--- src/rtl/i2crp_pkg.sv ---
package i2crp_pkg;
    localparam int BYTE_W = 8;
    localparam int CNT_W  = 4;

    typedef enum logic [3:0] {
        ST_IDLE,
        ST_ADDR,
        ST_ADDR_ACK,
        ST_OFFS,
        ST_OFFS_ACK,
        ST_WDATA,
        ST_WDATA_ACK,
        ST_RDATA,
        ST_RDATA_ACK,
        ST_WAIT
    } tgt_state_e;
endpackage

--- src/rtl/i2crp_sync.sv ---
module i2crp_sync #(
    parameter int W      = 2,
    parameter int STAGES = 2
) (
    input  logic         clk,
    input  logic         rst_n,
    input  logic [W-1:0] d,
    output logic [W-1:0] q
);
    logic [W-1:0] chain [STAGES];

    genvar g;
    generate
        for (g = 0; g < STAGES; g++) begin : g_stage
            always_ff @(posedge clk or negedge rst_n) begin
                if (!rst_n)
                    chain[g] <= '1;
                else if (g == 0)
                    chain[g] <= d;
                else
                    chain[g] <= chain[(g == 0) ? 0 : g-1];
            end
        end
    endgenerate

    assign q = chain[STAGES-1];
endmodule

--- src/rtl/i2crp_cond.sv ---
module i2crp_cond (
    input  logic clk,
    input  logic rst_n,
    input  logic scl_s,
    input  logic sda_s,
    output logic scl_rise,
    output logic scl_fall,
    output logic start_det,
    output logic stop_det
);
    logic scl_q;
    logic sda_q;

    always_ff @(posedge clk or negedge rst_n) begin
        if (!rst_n) begin
            scl_q <= 1'b1;
            sda_q <= 1'b1;
        end else begin
            scl_q <= scl_s;
            sda_q <= sda_s;
        end
    end

    assign scl_rise  = scl_s & ~scl_q;
    assign scl_fall  = ~scl_s & scl_q;
    assign start_det = scl_s & scl_q & sda_q & ~sda_s;
    assign stop_det  = scl_s & scl_q & ~sda_q & sda_s;
endmodule

--- src/rtl/i2crp_regfile.sv ---
module i2crp_regfile #(
    parameter int AW = 8,
    parameter int DW = 8
) (
    input  logic          clk,
    input  logic          rst_n,
    input  logic          we,
    input  logic [AW-1:0] waddr,
    input  logic [DW-1:0] wdata,
    input  logic [AW-1:0] raddr,
    output logic [DW-1:0] rdata
);
    localparam int DEPTH = 1 << AW;

    logic [DW-1:0] mem [DEPTH];

    always_ff @(posedge clk or negedge rst_n) begin
        if (!rst_n) begin
            for (int i = 0; i < DEPTH; i++) mem[i] <= '0;
        end else if (we) begin
            mem[waddr] <= wdata;
        end
    end

    assign rdata = mem[raddr];
endmodule

--- src/rtl/i2c_regptr_target.sv ---
module i2c_regptr_target
    import i2crp_pkg::*;
#(
    parameter logic [6:0] DEV_ADDR    = 7'h3A,
    parameter int         PTR_W       = 8,
    parameter int         SYNC_STAGES = 2
) (
    input  logic clk,
    input  logic rst_n,
    input  logic scl_in,
    input  logic sda_in,
    output logic sda_oe
);
    localparam logic [CNT_W-1:0] FULL = CNT_W'(BYTE_W);
    localparam logic [CNT_W-1:0] LAST = CNT_W'(BYTE_W - 1);

    logic              scl_s, sda_s;
    logic              scl_rise, scl_fall, start_det, stop_det;
    tgt_state_e        state, state_n;
    logic [CNT_W-1:0]  bit_cnt;
    logic [BYTE_W-1:0] sh, tx;
    logic [PTR_W-1:0]  ptr;
    logic [BYTE_W-1:0] rd_data;
    logic              rw_q, got_ack, wr_en, rx_state;

    i2crp_sync #(.W(2), .STAGES(SYNC_STAGES)) u_sync (
        .clk(clk), .rst_n(rst_n),
        .d({scl_in, sda_in}), .q({scl_s, sda_s})
    );

    i2crp_cond u_cond (
        .clk(clk), .rst_n(rst_n), .scl_s(scl_s), .sda_s(sda_s),
        .scl_rise(scl_rise), .scl_fall(scl_fall),
        .start_det(start_det), .stop_det(stop_det)
    );

    i2crp_regfile #(.AW(PTR_W), .DW(BYTE_W)) u_regs (
        .clk(clk), .rst_n(rst_n), .we(wr_en), .waddr(ptr),
        .wdata(sh), .raddr(ptr), .rdata(rd_data)
    );

    // next-state decision
    always_comb begin
        state_n = state;
        unique case (state)
            ST_IDLE:      state_n = ST_IDLE;
            ST_ADDR:      if (scl_fall && bit_cnt == FULL)
                              state_n = (sh[7:1] == DEV_ADDR) ? ST_ADDR_ACK : ST_WAIT;
            ST_ADDR_ACK:  if (scl_fall) state_n = rw_q ? ST_RDATA : ST_OFFS;
            ST_OFFS:      if (scl_fall && bit_cnt == FULL) state_n = ST_OFFS_ACK;
            ST_OFFS_ACK:  if (scl_fall) state_n = ST_WDATA;
            ST_WDATA:     if (scl_fall && bit_cnt == FULL) state_n = ST_WDATA_ACK;
            ST_WDATA_ACK: if (scl_fall) state_n = ST_WDATA;
            ST_RDATA:     if (scl_fall && bit_cnt == LAST) state_n = ST_RDATA_ACK;
            ST_RDATA_ACK: if (scl_fall) state_n = got_ack ? ST_RDATA : ST_WAIT;
            ST_WAIT:      state_n = ST_WAIT;
            default:      state_n = ST_IDLE;
        endcase
        if (start_det)     state_n = ST_ADDR;
        else if (stop_det) state_n = ST_IDLE;
    end

    assign rx_state = (state == ST_ADDR) || (state == ST_OFFS) || (state == ST_WDATA);
    assign wr_en    = (state == ST_WDATA) && (state_n == ST_WDATA_ACK);

    // state register
    always_ff @(posedge clk or negedge rst_n) begin
        if (!rst_n) state <= ST_IDLE;
        else        state <= state_n;
    end

    // outputs and datapath
    always_ff @(posedge clk or negedge rst_n) begin
        if (!rst_n) begin
            bit_cnt <= '0;
            sh      <= '0;
            tx      <= '0;
            ptr     <= '0;
            rw_q    <= 1'b0;
            got_ack <= 1'b0;
            sda_oe  <= 1'b0;
        end else if (start_det || stop_det) begin
            bit_cnt <= '0;
            sda_oe  <= 1'b0;
        end else begin
            if (rx_state && scl_rise && bit_cnt != FULL) begin
                sh      <= {sh[BYTE_W-2:0], sda_s};
                bit_cnt <= bit_cnt + 1'b1;
            end
            unique case (state)
                ST_ADDR: if (state_n == ST_ADDR_ACK) begin
                    rw_q   <= sh[0];
                    sda_oe <= 1'b1;
                end
                ST_OFFS: if (state_n == ST_OFFS_ACK) begin
                    ptr    <= sh;
                    sda_oe <= 1'b1;
                end
                ST_WDATA: if (state_n == ST_WDATA_ACK) begin
                    ptr    <= ptr + 1'b1;
                    sda_oe <= 1'b1;
                end
                ST_ADDR_ACK, ST_OFFS_ACK, ST_WDATA_ACK: if (scl_fall) begin
                    bit_cnt <= '0;
                    if (state_n == ST_RDATA) begin
                        tx     <= rd_data;
                        sda_oe <= ~rd_data[BYTE_W-1];
                    end else begin
                        sda_oe <= 1'b0;
                    end
                end
                ST_RDATA: if (scl_fall) begin
                    if (bit_cnt == LAST) begin
                        sda_oe <= 1'b0;
                        ptr    <= ptr + 1'b1;
                    end else begin
                        tx      <= {tx[BYTE_W-2:0], 1'b0};
                        sda_oe  <= ~tx[BYTE_W-2];
                        bit_cnt <= bit_cnt + 1'b1;
                    end
                end
                ST_RDATA_ACK: begin
                    if (scl_rise) got_ack <= ~sda_s;
                    if (scl_fall) begin
                        bit_cnt <= '0;
                        if (state_n == ST_RDATA) begin
                            tx     <= rd_data;
                            sda_oe <= ~rd_data[BYTE_W-1];
                        end else begin
                            sda_oe <= 1'b0;
                        end
                    end
                end
                default: ;
            endcase
        end
    end
endmodule

--- config.mk ---
export PLATFORM = sky130hd
export DESIGN_NAME = i2c_regptr_target
export DESIGN_NICKNAME = d
export VERILOG_FILES = /design/src/rtl/i2crp_pkg.sv /design/src/rtl/i2crp_sync.sv /design/src/rtl/i2crp_cond.sv /design/src/rtl/i2crp_regfile.sv /design/src/rtl/i2c_regptr_target.sv
export SDC_FILE = /design/constraint.sdc
export NUM_CORES = 2
export LEC_CHECK = 0
export ABC_AREA = 1
export CORE_UTILIZATION = 42
export CTS_BUF_LIST = sky130_fd_sc_hd__clkbuf_8
export DETAILED_ROUTE_END_ITERATION = 10
export PLACE_DENSITY = 0.57
export SYNTH_ARGS = -nofsm -noshare
export SYNTH_HDL_FRONTEND = slang
export SYNTH_SLANG_ARGS = --single-unit
--- constraint.sdc ---
create_clock -name clk -period 5.39 [get_ports clk]
set_input_delay 1.3475 -clock clk [delete_from_list [all_inputs] [get_ports clk]]
set_output_delay 1.3475 -clock clk [all_outputs]
set_load 0.01 [all_outputs]
======== Yosys cells after proc, flatten, opt, wreduce, memory -nomap -nowiden ========
Index checks and enable logic that the tools add are counted.
storage, ports and cells
  register bits after elaboration ......... 2088
  word-level logic and storage cells ...... 380
  bits in read-only memories .............. 0
  bits in latches ......................... 0
  input bits .............................. 4
  memories ................................ 0
  bits in writable memories ............... 0
operators by class
  shifts and indexed selects .............. 0
  equality and inequality tests ........... 29
  bitwise operators ....................... 15
  $add $sub $neg .......................... 2
  $lt $le $gt $ge ......................... 2
  divide/modulo/power cells ............... 0
  muxes and demuxes ....................... 44
  $mul .................................... 0
  reduce and logical (&&, ||, !) cells .... 20
operator list
  cell                                                         number
  bitwise mux 2048 bit                                         1
  binary-select mux 8 bit (select 8 bit)                       1
  demux 8 bit (select 8 bit)                                   1
  two-way mux 4 bit                                            16
  two-way mux 8 bit                                            7
  equality test 4 x 3 -> 1 bit (second input constant)         8
  case mux 4 bit (8 select lines)                              1
  two-way mux 7 bit                                            4
  case mux 8 bit (3 select lines)                              1
  AND reduction 6 bit                                          3
  case mux 7 bit (2 select lines)                              1
  equality test 4 x 2 -> 1 bit (second input constant)         3
  equality test 4 bit (second input constant)                  3
  != test 3 x 1 -> 1 bit (second input constant)               4
  >= comparator 9 bit (second input constant)                  1
  less-than comparator 9 x 1 -> 1 bit (second input constant)  1
  NOT 8 -> 9 bit                                               1
  adder 8 x 1 -> 8 bit (second input constant)                 1
  two-way mux 1 bit                                            8
  != test 2 x 1 -> 1 bit (second input constant)               4
  case mux 4 bit (2 select lines)                              1
  AND 1 bit                                                    7
  equality test 7 x 6 -> 1 bit (second input constant)         1
  NOT 1 bit                                                    7
  16 further kinds                                             26

======== Depth between registers and ports, before layout ========
  depth in word-level cells ............... 12
  gate-level depth with buffers ........... 19

======== Cells and area by module ========
Synthesis repeated with hierarchy kept, for this count alone.
second synthesis, totals
  cells, all modules ...................... 11904
  area total of the unflattened synthesis .. 94923.5 µm²
modules (own cells, without submodules)
  module             times used  cells each  area each (µm²)
  i2crp_regfile      1           11567       92471.2
  i2c_regptr_target  1           318         2238.4
  i2crp_sync         1           6           120.1
  i2crp_cond         1           13          93.8

======== Least setup slack after synthesis ========
No wires, ideal clock.
  kind .................................... register to register
  from .................................... reg ptr[0]
  to ...................................... reg u_regs.mem[1486] (netlist bit)
  stages on the path, launching flop included .. 14
  slack ................................... 2.677 ns
  arrival ................................. 2.581 ns
  path through ............................ dfrtp_1 buf_2 inv_2 clkbuf_1 clkbuf_1 clkbuf_1 ha_1 nand2_4 nor2_4 buf_6 nand2_2 buf_2 nand2_1 o21ai_1
on the way
  longest elaborated chain between the ends .. 6
  elaborated cells between the ends (all ways) .. 7
RTL lines
  what                                                                                              RTL line                  source
  start, declared                                                                                   i2c_regptr_target.sv:22   logic [PTR_W-1:0] ptr;
  start signal, assigned                                                                            i2c_regptr_target.sv:96   ptr <= sh;
  start signal, assigned                                                                            i2c_regptr_target.sv:100  ptr <= ptr + 1'b1;
  start signal, assigned                                                                            i2c_regptr_target.sv:115  ptr <= ptr + 1'b1;
  NOT 8 -> 9 bit (implied by the code) (*)                                                          i2crp_regfile.sv:21       mem[waddr] <= wdata;
  >= comparator 9 bit (implied by the code) or less-than comparator 9 x 1 -> 1 bit (tied branches)  i2crp_regfile.sv:21
  logical AND 1 bit (implied by the code)                                                           i2crp_regfile.sv:21
  two-way mux 8 bit (implied by the code)                                                           i2crp_regfile.sv:21
  demux 8 bit (select 8 bit) (*)                                                                    i2crp_regfile.sv:21
  bitwise mux 2048 bit (*)                                                                          i2crp_regfile.sv:21
  end signal, assigned by index                                                                     i2crp_regfile.sv:21
  end, declared                                                                                     i2crp_regfile.sv:15       logic [DW-1:0] mem [DEPTH];
Mark *: on every way between the ends. The rest lies on a longest branch, timed or not.
A chain may end at the register's enable or synchronous reset.

======== Final worst setup path ========
  from .................................... reg ptr[0]
  to ...................................... reg tx[2]
on the way
  longest elaborated chain between the ends .. 7
RTL lines
  what                                                  RTL line                                            source
  NOT 8 -> 9 bit (implied by the code)                  i2crp_regfile.sv:25                                 assign rdata = mem[raddr];
  binary-select mux 8 bit (select 8 bit)                i2crp_regfile.sv:25
  two-way mux 8 bit (implied by the code) (2 in a row)  i2crp_regfile.sv:25
  two-way mux 7 bit                                     i2c_regptr_target.sv:105, i2c_regptr_target.sv:126
  two-way mux 7 bit                                     i2c_regptr_target.sv:103                            ST_ADDR_ACK, ST_OFFS_ACK, ST_WDATA_ACK: if (scl_fall) begin
  case mux 7 bit (2 select lines)                       i2c_regptr_target.sv:90                             unique case (state)
  end signal, assigned                                  i2c_regptr_target.sv:106                            tx <= rd_data;
  end signal, assigned                                  i2c_regptr_target.sv:117                            tx <= {tx[BYTE_W-2:0], 1'b0};
  end signal, assigned                                  i2c_regptr_target.sv:127                            tx <= rd_data;
  end, declared                                         i2c_regptr_target.sv:21                             logic [BYTE_W-1:0] sh, tx;
Every way passes these cells. The select of a mux whose other input is x is not followed.

==> run metrics <==
worst rel slew slack 0.2446; CP Capture Type flip-flop; Port-buffer cells 4; Root Buffer Master clkbuf_8; final worst slack 0.8083 ns; Initial Util 0.4244; drt initial violations 8602; initial antenna violation count 7; Sink Count 2088; Vias/cell 5.612; worst slew pin tran 1.121 ns; min cycle time layout 4.582 ns; CP Class flip-flop to flip-flop; pwr/cell area 299.7 nW/um^2; Die Height 476.9 microns; area growth from synthesis to layout 9.735%; Final GP Congestion 0.8896; FP Rows 173; final worst-path cycle share 0.8500; vias in the first global route 77216; clk slew on worst S/H paths 0.06 ns; Max Clk Rate 218.3 MHz; setup TNS 0 ns; leakage power 47.77 nW; synthesized area 94710 sq um; Final ANT Viol Nets 0; Max Slew Vio Count 0; CTS Hold Buffers Added 0; DRC viols 0; final net count 11231; core area 223200 sq um; WL/cell 21.77 microns; drt first pass iters 6; RSZ-0062 raised after global routing false; Fin. Hold Viols 0; number of flops mapped to enable cells by yosys 0; WL final 315.0 mm; Synth Flop Type dfrtp_1; share of layout cells above drive strength 1 0.08045; cts repair resizes 0; Setup-failing EPs final 0; Die Width 476.9 microns; first-pass GRT wire length 485.0 mm; worst slack, placed 1.298 ns; peak supply drop 0.2414 mV; vias 81191; status completed; sequential share of the synthesized area 0.5518; ys async rst share 1.000; most common cell after layout, fill and taps aside nand2_1; critical-path maximum fanout 135; crit path DAT 5.56 ns; Worst Path Required 6.37 ns; global route total overflow 0; Startpoint Class flip-flop; max-cap violations 0; GRT Overall Usage 0.2741; Hold Path Class primary input to asynchronous set/reset pin; synth unique cells 41; Synth Instances 11584; Mean Syn Cell Area 8.176 sq um; clock tree buffer depth 4; Die ar. 227400 sq um; post-synthesis register bit count 2088; CTS tree done; post-CTS setup buffers 0; post-DP HPWL 183.9 mm; Worst Clk Skew 0.06439 ns; Skew-Pair Late Insertion Delay 1.10 ns; post-layout util 0.4657; Worst Hold Slack 0.2111 ns; # IOs 5; Yosys warnings 0; CTS H-tree lvls 5; syn_nets 11594; most frequent cells in the layout nand2_1 (3202), o21ai_0 (2318), dfrtp_1 (2080), nor2_1 (1263), o21ai_1 (873); largest net degree at the start of global routing 174; CTS Buf Count 371
synthesized netlist by cell type, types with 3 or more instances:
cell type	number	share of area
buf_1	28	0.0011
a31oi_1	3	0.00020
nor2_1	1279	0.051
a21oi_1	32	0.0017
nand3_1	71	0.0038
dfstp_2	6	0.0017
o21ai_0	2318	0.12
nand2_4	84	0.010
inv_1	153	0.0061
inv_2	3	0.00012
o21ai_1	873	0.046
o22ai_1	344	0.023
nor2_2	5	0.00033
dfrtp_1	2082	0.55
buf_6	39	0.0046
nor3_1	15	0.00079
nor3_4	4	0.00069
nand2_2	70	0.0046
nand4_1	66	0.0044
buf_2	163	0.0086
nor2_4	14	0.0017
ha_1	6	0.00079
nand2_1	3202	0.13
and2_1	3	0.00020
clkbuf_1	694	0.028
clkinv_1	3	0.00012
sequential cells by signal, summed over array words and instances (netlist names):
register      flops
sda_oe            1
sh                8
u_cond.scl_q      1
state             4
u_sync.chain      2
rw_q              1
got_ack           1
ptr               8
u_sync.q          2
tx                7
bit_cnt           4
u_cond.sda_q      1
u_regs.mem     2048
power breakdown:
| group | switching [mW] | internal [mW] |
|---|---|---|
| clock network | 6.71 | 8.06 |
| logic | 0.617 | 0.0589 |
| registers | 0.0144 | 15.7 |
per-layer routing:
layer | wire length [microns] | vias to the layer above | global-route usage
met5 | 11 | - | 0
met4 | 10260 | 2 | 0.09376
met3 | 23910 | 576 | 0.05064
met2 | 139200 | 3027 | 0.4149
met1 | 141600 | 39884 | 0.3936
li1 | - | 37702 | -
final cells by class:
type	instances	area [sq um]
clock buffers	473	6510
clock inverters	164	820.8
multi-input cells	8408	37940
fillers	22022	119200
well taps	2975	3722
flip-flops and latches	2088	52270
diodes	7	17.52
repair buffers	192	1977
inverters	160	683.2
worst max-delay path, stage by stage, from the launching register on:
cell and delay, ns:
dfrtp_4 0.83, inv_8 0.43, buf_12 0.36, o21ai_0 0.92, a21oi_1 0.36, nor3_1 0.74
nor2_1 0.09, nor2_1 0.13, nand2_1 0.06, nand2_1 0.06, nand3_1 0.07, nand2_1 0.07
nand2_1 0.06
path summary, 6_finish.rpt:
path | start | slack, ns | end | depth (start not counted)
setup / recovery | ptr[0] | 0.81 | tx[2] | 12
hold / removal | rst_n | 0.21 | u_regs.mem[481] | 1
setup reg to reg | ptr[0] | 0.81 | tx[2] | 12
hold reg to reg | u_sync.chain[2] | 0.36 | u_sync.q[0] | 0
max in group asynchronous | rst_n | 3.61 | u_regs.mem[1067] | 2
min in group clk | u_sync.chain[2] | 0.36 | u_sync.q[0] | 0
kinds of logic after synthesis:
logic type	after synthesis	synth area share
compound gates	3582	0.1942
xor+xnor	2	0.0001850
fa+ha+maj	6	0.0007926
buf+inv	1088	0.04871
flops	2088	0.5518
simple gates	4818	0.2043
stage by stage:
step                power (mW)  instances  instance area (sq um)
CTS                      31.45      14460                 103900
detailed placement       16.68      13823                  96580
global route             32.17      14467                 103900
floorplan                16.15      11584                  94710
global placement         16.68      13822                  96560
finish                   31.15      14467                 103900
Power figures use the tool's default switching activity.
